===== src/rtl/trap_seq_pkg.sv =====
package trap_seq_pkg;

  typedef enum logic [2:0] {
    TK_NONE  = 3'd0,
    TK_RESET = 3'd1,
    TK_SYNC  = 3'd2,
    TK_ASYNC = 3'd3,
    TK_ERROR = 3'd4
  } take_kind_e;

  // window below the current one, with wraparound
  function automatic int unsigned win_below(int unsigned cur, int unsigned nwin);
    return (cur == 0) ? nwin - 1 : cur - 1;
  endfunction

  function automatic logic [63:0] step4(logic [63:0] a);
    return a + 64'd4;
  endfunction

endpackage


===== src/rtl/trap_arbiter.sv =====
module trap_arbiter
  import trap_seq_pkg::*;
#(
  parameter int TT_W     = 8,
  parameter int RESET_TT = 0
) (
  input  logic            clk,
  input  logic            rst_n,
  input  logic            reset_req,
  input  logic            sync_req,
  input  logic [TT_W-1:0] sync_tt,
  input  logic            async_req,
  input  logic [TT_W-1:0] async_tt,
  input  logic            et_i,
  input  logic            err_mode,
  output take_kind_e      kind,
  output logic [TT_W-1:0] tt_sel
);

  logic sync_ok, async_ok;

  assign sync_ok  = sync_req && et_i && !err_mode;
  assign async_ok = async_req && et_i && !err_mode;

  always_comb begin
    kind   = TK_NONE;
    tt_sel = '0;
    if (reset_req) begin
      kind   = TK_RESET;
      tt_sel = TT_W'(RESET_TT);
    end else if (sync_req && !et_i && !err_mode) begin
      kind = TK_ERROR;
    end else if (sync_ok) begin
      kind   = TK_SYNC;
      tt_sel = sync_tt;
    end else if (async_ok) begin
      kind   = TK_ASYNC;
      tt_sel = async_tt;
    end
  end


  et_gate_chk: assert property (@(posedge clk) disable iff (!rst_n)
    (!et_i && !reset_req) |-> (kind != TK_SYNC && kind != TK_ASYNC));


  err_block_chk: assert property (@(posedge clk) disable iff (!rst_n)
    err_mode |-> (kind == TK_NONE || kind == TK_RESET));


  sync_first_chk: assert property (@(posedge clk) disable iff (!rst_n)
    (sync_req && async_req && et_i && !err_mode && !reset_req) |-> (tt_sel == sync_tt));

endmodule


===== src/rtl/trap_target.sv =====
module trap_target
  import trap_seq_pkg::*;
#(
  parameter int XLEN  = 32,
  parameter int TT_W  = 8,
  localparam int TBA_W = XLEN - TT_W - 4
) (
  input  take_kind_e       kind,
  input  logic [TT_W-1:0]  tt,
  input  logic [TBA_W-1:0] tba,
  input  logic [XLEN-1:0]  pc,
  input  logic [XLEN-1:0]  npc,
  output logic [XLEN-1:0]  tbr_val,
  output logic [XLEN-1:0]  vec_pc,
  output logic [XLEN-1:0]  vec_npc,
  output logic [XLEN-1:0]  save_l1,
  output logic [XLEN-1:0]  save_l2
);

  logic [63:0] vec_step, npc_step;

  assign tbr_val  = {tba, tt, 4'b0000};
  assign vec_pc   = (kind == TK_RESET) ? '0 : tbr_val;
  assign vec_step = step4(64'(vec_pc));
  assign npc_step = step4(64'(npc));
  assign vec_npc  = vec_step[XLEN-1:0];

  always_comb begin
    if (kind == TK_ASYNC) begin
      save_l1 = npc;
      save_l2 = npc_step[XLEN-1:0];
    end else begin
      save_l1 = pc;
      save_l2 = npc;
    end
  end

endmodule


===== src/rtl/trap_commit.sv =====
module trap_commit
  import trap_seq_pkg::*;
#(
  parameter int XLEN  = 32,
  parameter int TT_W  = 8,
  parameter int NWIN  = 8,
  localparam int CWP_W = (NWIN > 1) ? $clog2(NWIN) : 1
) (
  input  logic             clk,
  input  logic             rst_n,
  input  take_kind_e       kind,
  input  logic [TT_W-1:0]  tt,
  input  logic             s_i,
  input  logic [CWP_W-1:0] cwp_i,
  input  logic [XLEN-1:0]  tbr_val,
  input  logic [XLEN-1:0]  vec_pc,
  input  logic [XLEN-1:0]  vec_npc,
  input  logic [XLEN-1:0]  save_l1,
  input  logic [XLEN-1:0]  save_l2,
  output logic             trap_taken_o,
  output logic             et_o,
  output logic             ps_o,
  output logic [CWP_W-1:0] cwp_o,
  output logic [TT_W-1:0]  tt_o,
  output logic [XLEN-1:0]  tbr_o,
  output logic [XLEN-1:0]  new_pc_o,
  output logic [XLEN-1:0]  new_npc_o,
  output logic             rf_we_o,
  output logic [CWP_W-1:0] rf_win_o,
  output logic [XLEN-1:0]  rf_l1_o,
  output logic [XLEN-1:0]  rf_l2_o,
  output logic             err_mode_o
);

  logic             take_any;
  logic [CWP_W-1:0] cwp_next;

  assign take_any = (kind == TK_RESET) || (kind == TK_SYNC) || (kind == TK_ASYNC);
  assign cwp_next = CWP_W'(win_below(32'(cwp_i), NWIN));

  always_ff @(posedge clk) begin
    if (!rst_n) begin
      trap_taken_o <= 1'b0;
      et_o         <= 1'b0;
      ps_o         <= 1'b0;
      cwp_o        <= '0;
      tt_o         <= '0;
      tbr_o        <= '0;
      new_pc_o     <= '0;
      new_npc_o    <= '0;
      rf_we_o      <= 1'b0;
      rf_win_o     <= '0;
      rf_l1_o      <= '0;
      rf_l2_o      <= '0;
      err_mode_o   <= 1'b0;
    end else begin
      trap_taken_o <= take_any;
      rf_we_o      <= take_any;
      if (take_any) begin
        et_o      <= 1'b0;
        ps_o      <= s_i;
        cwp_o     <= cwp_next;
        rf_win_o  <= cwp_next;
        tt_o      <= tt;
        tbr_o     <= tbr_val;
        new_pc_o  <= vec_pc;
        new_npc_o <= vec_npc;
        rf_l1_o   <= save_l1;
        rf_l2_o   <= save_l2;
      end
      if (kind == TK_RESET) err_mode_o <= 1'b0;
      else if (kind == TK_ERROR) err_mode_o <= 1'b1;
    end
  end


  take_pulse_chk: assert property (@(posedge clk) disable iff (!rst_n)
    take_any |=> (trap_taken_o && rf_we_o && !et_o));


  win_port_chk: assert property (@(posedge clk) disable iff (!rst_n)
    trap_taken_o |-> (rf_win_o == cwp_o));


  vec_pair_chk: assert property (@(posedge clk) disable iff (!rst_n)
    trap_taken_o |-> (new_npc_o == new_pc_o + XLEN'(4) && new_pc_o[3:0] == 4'b0000));


  err_sticky_chk: assert property (@(posedge clk) disable iff (!rst_n)
    (err_mode_o && kind != TK_RESET) |=> err_mode_o);


  err_no_write_chk: assert property (@(posedge clk) disable iff (!rst_n)
    (kind == TK_ERROR) |=> (!rf_we_o && err_mode_o));

endmodule


===== src/rtl/trap_entry_seq.sv =====
module trap_entry_seq
  import trap_seq_pkg::*;
#(
  parameter int XLEN     = 32,
  parameter int TT_W     = 8,
  parameter int NWIN     = 8,
  parameter int RESET_TT = 0,
  localparam int CWP_W   = (NWIN > 1) ? $clog2(NWIN) : 1,
  localparam int TBA_W   = XLEN - TT_W - 4
) (
  input  logic             clk,
  input  logic             rst_n,
  input  logic             reset_req,
  input  logic             sync_req,
  input  logic [TT_W-1:0]  sync_tt,
  input  logic             async_req,
  input  logic [TT_W-1:0]  async_tt,
  input  logic             et_i,
  input  logic             s_i,
  input  logic [CWP_W-1:0] cwp_i,
  input  logic [XLEN-1:0]  pc_i,
  input  logic [XLEN-1:0]  npc_i,
  input  logic [TBA_W-1:0] tba_i,
  output logic             trap_taken_o,
  output logic             et_o,
  output logic             ps_o,
  output logic [CWP_W-1:0] cwp_o,
  output logic [TT_W-1:0]  tt_o,
  output logic [XLEN-1:0]  tbr_o,
  output logic [XLEN-1:0]  new_pc_o,
  output logic [XLEN-1:0]  new_npc_o,
  output logic             rf_we_o,
  output logic [CWP_W-1:0] rf_win_o,
  output logic [XLEN-1:0]  rf_l1_o,
  output logic [XLEN-1:0]  rf_l2_o,
  output logic             err_mode_o
);

  take_kind_e      kind;
  logic [TT_W-1:0] tt_sel;
  logic [XLEN-1:0] tbr_val, vec_pc, vec_npc, save_l1, save_l2;

  trap_arbiter #(.TT_W(TT_W), .RESET_TT(RESET_TT)) arb_i (
    .clk(clk), .rst_n(rst_n), .reset_req(reset_req),
    .sync_req(sync_req), .sync_tt(sync_tt),
    .async_req(async_req), .async_tt(async_tt),
    .et_i(et_i), .err_mode(err_mode_o),
    .kind(kind), .tt_sel(tt_sel)
  );

  trap_target #(.XLEN(XLEN), .TT_W(TT_W)) tgt_i (
    .kind(kind), .tt(tt_sel), .tba(tba_i), .pc(pc_i), .npc(npc_i),
    .tbr_val(tbr_val), .vec_pc(vec_pc), .vec_npc(vec_npc),
    .save_l1(save_l1), .save_l2(save_l2)
  );

  trap_commit #(.XLEN(XLEN), .TT_W(TT_W), .NWIN(NWIN)) cmt_i (
    .clk(clk), .rst_n(rst_n), .kind(kind), .tt(tt_sel),
    .s_i(s_i), .cwp_i(cwp_i), .tbr_val(tbr_val),
    .vec_pc(vec_pc), .vec_npc(vec_npc),
    .save_l1(save_l1), .save_l2(save_l2),
    .trap_taken_o(trap_taken_o), .et_o(et_o), .ps_o(ps_o),
    .cwp_o(cwp_o), .tt_o(tt_o), .tbr_o(tbr_o),
    .new_pc_o(new_pc_o), .new_npc_o(new_npc_o),
    .rf_we_o(rf_we_o), .rf_win_o(rf_win_o),
    .rf_l1_o(rf_l1_o), .rf_l2_o(rf_l2_o), .err_mode_o(err_mode_o)
  );

endmodule


===== config.mk =====
export PLATFORM = sky130hd
export DESIGN_NAME = trap_entry_seq
export DESIGN_NICKNAME = d
export VERILOG_FILES = /design/src/rtl/trap_seq_pkg.sv /design/src/rtl/trap_arbiter.sv /design/src/rtl/trap_target.sv /design/src/rtl/trap_commit.sv /design/src/rtl/trap_entry_seq.sv
export SDC_FILE = /design/constraint.sdc
export NUM_CORES = 1
export LEC_CHECK = 0
export CAP_MARGIN = 0
export CORE_MARGIN = 5
export CORE_UTILIZATION = 42
export DETAILED_ROUTE_END_ITERATION = 7
export PLACE_DENSITY = 0.78
export SKIP_CTS_REPAIR_TIMING = 1
export SYNTH_ARGS = -nofsm -noshare
export SYNTH_HDL_FRONTEND = slang
export SYNTH_HIERARCHICAL = 1
export SYNTH_SLANG_ARGS = --single-unit

===== constraint.sdc =====
create_clock -name clk -period 2.4 [get_ports clk]
set_clock_uncertainty 0.15 [all_clocks]
set_input_delay 0.24 -clock clk [delete_from_list [all_inputs] [get_ports clk]]
set_output_delay 0.24 -clock clk [all_outputs]
set_load 0.01 [all_outputs]

Word-level counts from Yosys, hierarchy flattened
Cells that the tools add are included.
Word-level totals
  bits in registers: 170
  input bits: 110
Cells by class
  $add $sub $neg: 3
  eq/ne operators: 4
  multiplexer cells: 12
  bitwise gates (word level): 1
  reductions and logical operators: 12
Operator list (count)
  32-bit two-way mux: 3
  32-bit by 3-bit adder with 32-bit output, second input constant: 2
  8-bit two-way mux: 4
  3-bit two-way mux: 4
  3-bit by 2-bit == test with 1-bit output, second input constant: 2
  1-bit logical AND: 6
  3-bit by 1-bit == test with 1-bit output, second input constant: 1
  3-bit == test, second input constant: 1
  3-bit zero test: 1
  3-bit by 1-bit subtractor with 3-bit output, second input constant: 1
  1-bit zero test: 2
  1-bit logical OR: 2
  2-bit two-way mux: 1
  2-bit OR reduction: 1
  1-bit NOT: 1

Longest topological paths before layout
  depth after elaboration: 9
  gate-level depth with buffers: 10
  depth with buffers taken out: 8

Modules after synthesis
Netlist, hierarchy kept.
Modules (own cells, without submodules)
  trap_commit: times used 1, cells each 783, area an instance 6414.9 um^2, sequential area each 3483.3 um^2
  trap_target: times used 1, cells each 297, area an instance 1747.9 um^2, sequential area each 0.0 um^2
  trap_arbiter: times used 1, cells each 26, area an instance 168.9 um^2, sequential area each 0.0 um^2

Least setup slack after synthesis
Ideal clock, no wire load.
  kind: reg2reg
  start: register cmt_i.err_mode_o
  end: register cmt_i.rf_l2_o[30]
  library setup time: 0.113 ns
  arrival time: 2.427 ns
  path slack: -0.290 ns
  stages on the path, launching flop included: 9
  buffers on the path: 1
  clock period less this slack: 2.690 ns
  cell sequence: dfxtp_1 > nor4b_1 > nand3b_4 > nor4_2 > buf_4 > nand4b_1 > xnor2_1 > nand3_1 > nand2_1
On the way
  elaborated cells between the ends (all ways): 14
RTL lines
  from (decl): line trap_commit.sv:32  | output logic err_mode_o
  from (signal assigned): line trap_commit.sv:55  | err_mode_o <= 1'b0;
  from (signal assigned): line trap_commit.sv:71  | if (kind == TK_RESET) err_mode_o <= 1'b0;
  from (signal assigned): line trap_commit.sv:72  | else if (kind == TK_ERROR) err_mode_o <= 1'b1;
  1-bit zero test (*): line trap_arbiter.sv:22, trap_arbiter.sv:23, trap_arbiter.sv:31
  1-bit logical AND: line trap_arbiter.sv:23  | assign async_ok = async_req && et_i && !err_mode;
  2-bit two-way mux: line trap_arbiter.sv:36  | end else if (async_ok) begin
  3-bit two-way mux: line trap_arbiter.sv:33  | end else if (sync_ok) begin
  3-bit two-way mux (*): line trap_arbiter.sv:31  | end else if (sync_req && !et_i && !err_mode) begin
  3-bit two-way mux (*): line trap_arbiter.sv:28  | if (reset_req) begin
  named net kind[1]: line trap_entry_seq.sv:39  | take_kind_e kind;
  3-bit by 2-bit == test with 1-bit output (*): line trap_target.sv:29  | if (kind == TK_ASYNC) begin
  32-bit two-way mux (*): line trap_target.sv:29
  named net save_l2[30]: line trap_entry_seq.sv:41  | logic [XLEN-1:0] tbr_val, vec_pc, vec_npc, save_l1, save_l2;
  to (signal assigned): line trap_commit.sv:69  | rf_l2_o <= save_l2;
  to (decl): line trap_commit.sv:31  | output logic [XLEN-1:0] rf_l2_o,
Mark *: on every way through the listed nets, which the timed path passes. The rest lies on a longest branch.
A chain may end at the register's enable or synchronous reset.

Worst setup path after layout
  start: register cmt_i.err_mode_o
  end: register cmt_i.new_npc_o[9]
On the way
  longest elaborated chain between the ends: 9
  elaborated cells between the ends (all ways): 19
Ends and longest elaborated chain
  1-bit zero test (*): line trap_arbiter.sv:22, trap_arbiter.sv:23, trap_arbiter.sv:31
  1-bit logical AND: line trap_arbiter.sv:23
  2-bit two-way mux: line trap_arbiter.sv:36
  3-bit two-way mux: line trap_arbiter.sv:33
  3-bit two-way mux (*): line trap_arbiter.sv:31
  3-bit two-way mux (*): line trap_arbiter.sv:28
  named net kind[0]: line trap_entry_seq.sv:39
  3-bit by 1-bit == test with 1-bit output (*): line trap_target.sv:23  | assign vec_pc = (kind == TK_RESET) ? '0 : tbr_val;
  32-bit two-way mux (*): line trap_target.sv:23
  32-bit by 3-bit adder with 32-bit output (*): line trap_seq_pkg.sv:17  | return a + 64'd4;
  named net vec_npc[9]: line trap_entry_seq.sv:41
  to (signal assigned): line trap_commit.sv:67  | new_npc_o <= vec_npc;
  to (decl): line trap_commit.sv:27  | output logic [XLEN-1:0] new_npc_o,
Marked as above.

==> flow_summary.json <==
{
  "status": "complete, no violations",
  "min_period_ns": 2.19,
  "n_antenna_cell": 0,
  "grt_setup_unrepaired": "false",
  "grt_max_degree": 70,
  "cp_slowest_cell": "nor3b_4",
  "synth_edf_count": 0,
  "gp_congestion": 0.806,
  "synth_ff_type": "dfxtp_1",
  "ir_drop_mv": 0.484,
  "die_h_um": 151,
  "hold_viol_final": 0,
  "tns_ns": 0,
  "ys_warn_count": 6,
  "leakage_nw": 5.17,
  "die-area_mm2": 0.0228,
  "first_pass_iters": 5,
  "final_antenna_net_count": 0,
  "worstSetupStartpointType": "flop",
  "drc": 0,
  "globalRouteOverflowTotal": 0,
  "cpPeakStageDelay_ns": 0.71,
  "rows": 51,
  "yosysSeqAreaShare_pct": 41.8,
  "clkLatencyLatePin_ns": 0.42,
  "dp_hpwl_mm": 18.5,
  "via_count": 8065,
  "relSlewSlack_pct": 46.5,
  "start_util_pct": 42.7,
  "clk_pin_slew_ns": 0.07,
  "path_cells": "and4bb_1 > or2_1 > nor3b_4 > buf_4 > nor2b_1 > nand3_1 > nand2_1",
  "critPathArrivalTime_ns": 2.35,
  "cap_viol_max_count": 0,
  "timing.final.crit_share_pct": 91.0,
  "area_growth_pct": 40.0,
  "grt_pass1_wl_mm": 38.4,
  "synth.distinct_cells": 38,
  "syn_avg_cell_area_um2": 7.53,
  "crit_family": "simple AND/OR/NAND/NOR gates",
  "synth_seq_cells": 174,
  "max-clock-path-buffers": 2,
  "synth_top_area_share_pct": 41.8,
  "cts-root-buf": "clkbuf_16",
  "grt_pass1_vias": 7432,
  "cts_tree": "done",
  "cp.buffers_inverters": 1,
  "fmax_mhz": 458,
  "worst_hold_slack_ns": 0.0945,
  "endpoint_kind": "flop",
  "nets": 1421,
  "die_width_um": 151,
  "antenna_found_initial": 0,
  "cts_made_buffers": 17,
  "syn_inst": 1106,
  "vias_per_cell": 5.09,
  "crit_fanout": 14,
  "grt_usage_pct": 21.2,
  "ios": 289,
  "synth_common_cells": "351 x nand3_1, 280 x nand2_1, 174 x dfxtp_1",
  "powerDensity_mw_per_mm2": 630,
  "total_power_mw": 7.35,
  "stdcell_area_mm2": 0.0117,
  "wirelength_mm": 25.2,
  "path_class": "reg -> reg",
  "yosysMostFrequentCell": "nand3_1",
  "cts.sinks": 174,
  "core_area_mm2": 0.0195,
  "wl_per_cell_um": 15.9,
  "place_area_mm2": 0.0111,
  "io_buffers": 287,
  "slew_viol_final": 0,
  "ys_top_cells_by_area": "dfxtp_1 42%, nand3_1 21%, nand2_1 13%",
  "drive_gt1_share_pct": 7.12,
  "async_flop_share_pct": 0,
  "worstPathRequired_ns": 2.57,
  "yosysTopAreaCell": "dfxtp_1",
  "hp-class": "in -> reg",
  "drt_iter0_drc": 396,
  "setup_viol": 0,
  "syn_area_mm2": 0.00833,
  "worstMarginPinSlew_ns": 0.802,
  "htreeDepth": 4
}
area by class of cell:
cell class              count  area [µm²]
fillers                  1788        7860
multi-input cells         772        3830
flip-flops and latches    174        3480
repair buffers            339        3430
clock buffers              17         425
well taps                 265         332
clock inverters            14         148
inverters                   4        15.0
registers in the layout, indices dropped and copies added (netlist names):
name and cells:
cmt_i/new_npc_o 32, cmt_i/new_pc_o 32, cmt_i/rf_l1_o 32, cmt_i/rf_l2_o 32
cmt_i/tbr_o 32, cmt_i/tt_o 8, cmt_i/rf_win_o 3, cmt_i/err_mode_o 1
cmt_i/ps_o 1, cmt_i/rf_we_o 1
per-layer routing:
| layer | global-route usage [%] | up-vias | wire length (µm) | part of all wire, % |
|---|---|---|---|---|
| met5 | 0 | - | 0 | 0 |
| met4 | 5.49 | 0 | 371 | 1.5 |
| met3 | 10.2 | 28 | 3080 | 12 |
| met2 | 35.6 | 281 | 12000 | 48 |
| met1 | 24.4 | 3751 | 9720 | 39 |
| li1 | - | 4005 | - | - |
path summary, 6_finish.rpt:
path,cells past startpoint,endpoint,slack (ns),startpoint
worst max-delay path,7,cmt_i/new_npc_o[9],0.21,cmt_i/err_mode_o
worst min-delay path,3,cmt_i/new_npc_o[5],0.09,rst_n
worst max register to register,7,cmt_i/new_npc_o[9],0.21,cmt_i/err_mode_o
worst min register to register,2,cmt_i/rf_l1_o[29],0.30,cmt_i/rf_l1_o[29]
cell families after synthesis:
kind of cell    synth area share, %
xor+xnor                       3.05
other cells                   0.135
fa+ha+maj                     0.451
buf+inv                        13.0
flops                          41.8
simple gates                   39.9
compound gates                 1.61
tightest hold or removal path: cells and delay by family:
family | cells | cell delay [ns]
buffers and inverters | 1 | 0.21
and+or+nand+nor | 2 | 0.17
per-stage QoR:
stage | utilization [%] | std cells | worst slack (ns)
after CTS | 59.7 | 1585 | 0.174
after global placement | 56.8 | 1554 | -0.149
after floorplan | - | 1116 | 0.0764
after detailed placement | 56.8 | 1554 | -0.180
final | 59.7 | 1585 | 0.215
after global routing | 59.7 | 1585 | 0.0222
layout by cell type (no fill, tap or decap), drive strengths merged, types with 3 or more instances in the layout:
cell type / n
a22oi: 8
and2: 3
and3: 5
buf: 53
clkbuf: 17
clkdlybuf4s50: 286
clkinv: 4
conb: 13
dfxtp: 174
ha: 3
inv: 12
nand2: 280
nand3: 351
nand4: 10
nand4b: 3
nor2: 14
nor2b: 28
o21ai: 4
xnor2: 25
xor2: 4
report_power, final:
part / internal (mW) / switching [mW]
Sequential: 3.08 / 0.0996
Clock: 1.39 / 1.32
Combinational: 0.745 / 0.725
Total: 5.21 / 2.15
Note: power is estimated with default switching activity, not from simulation.
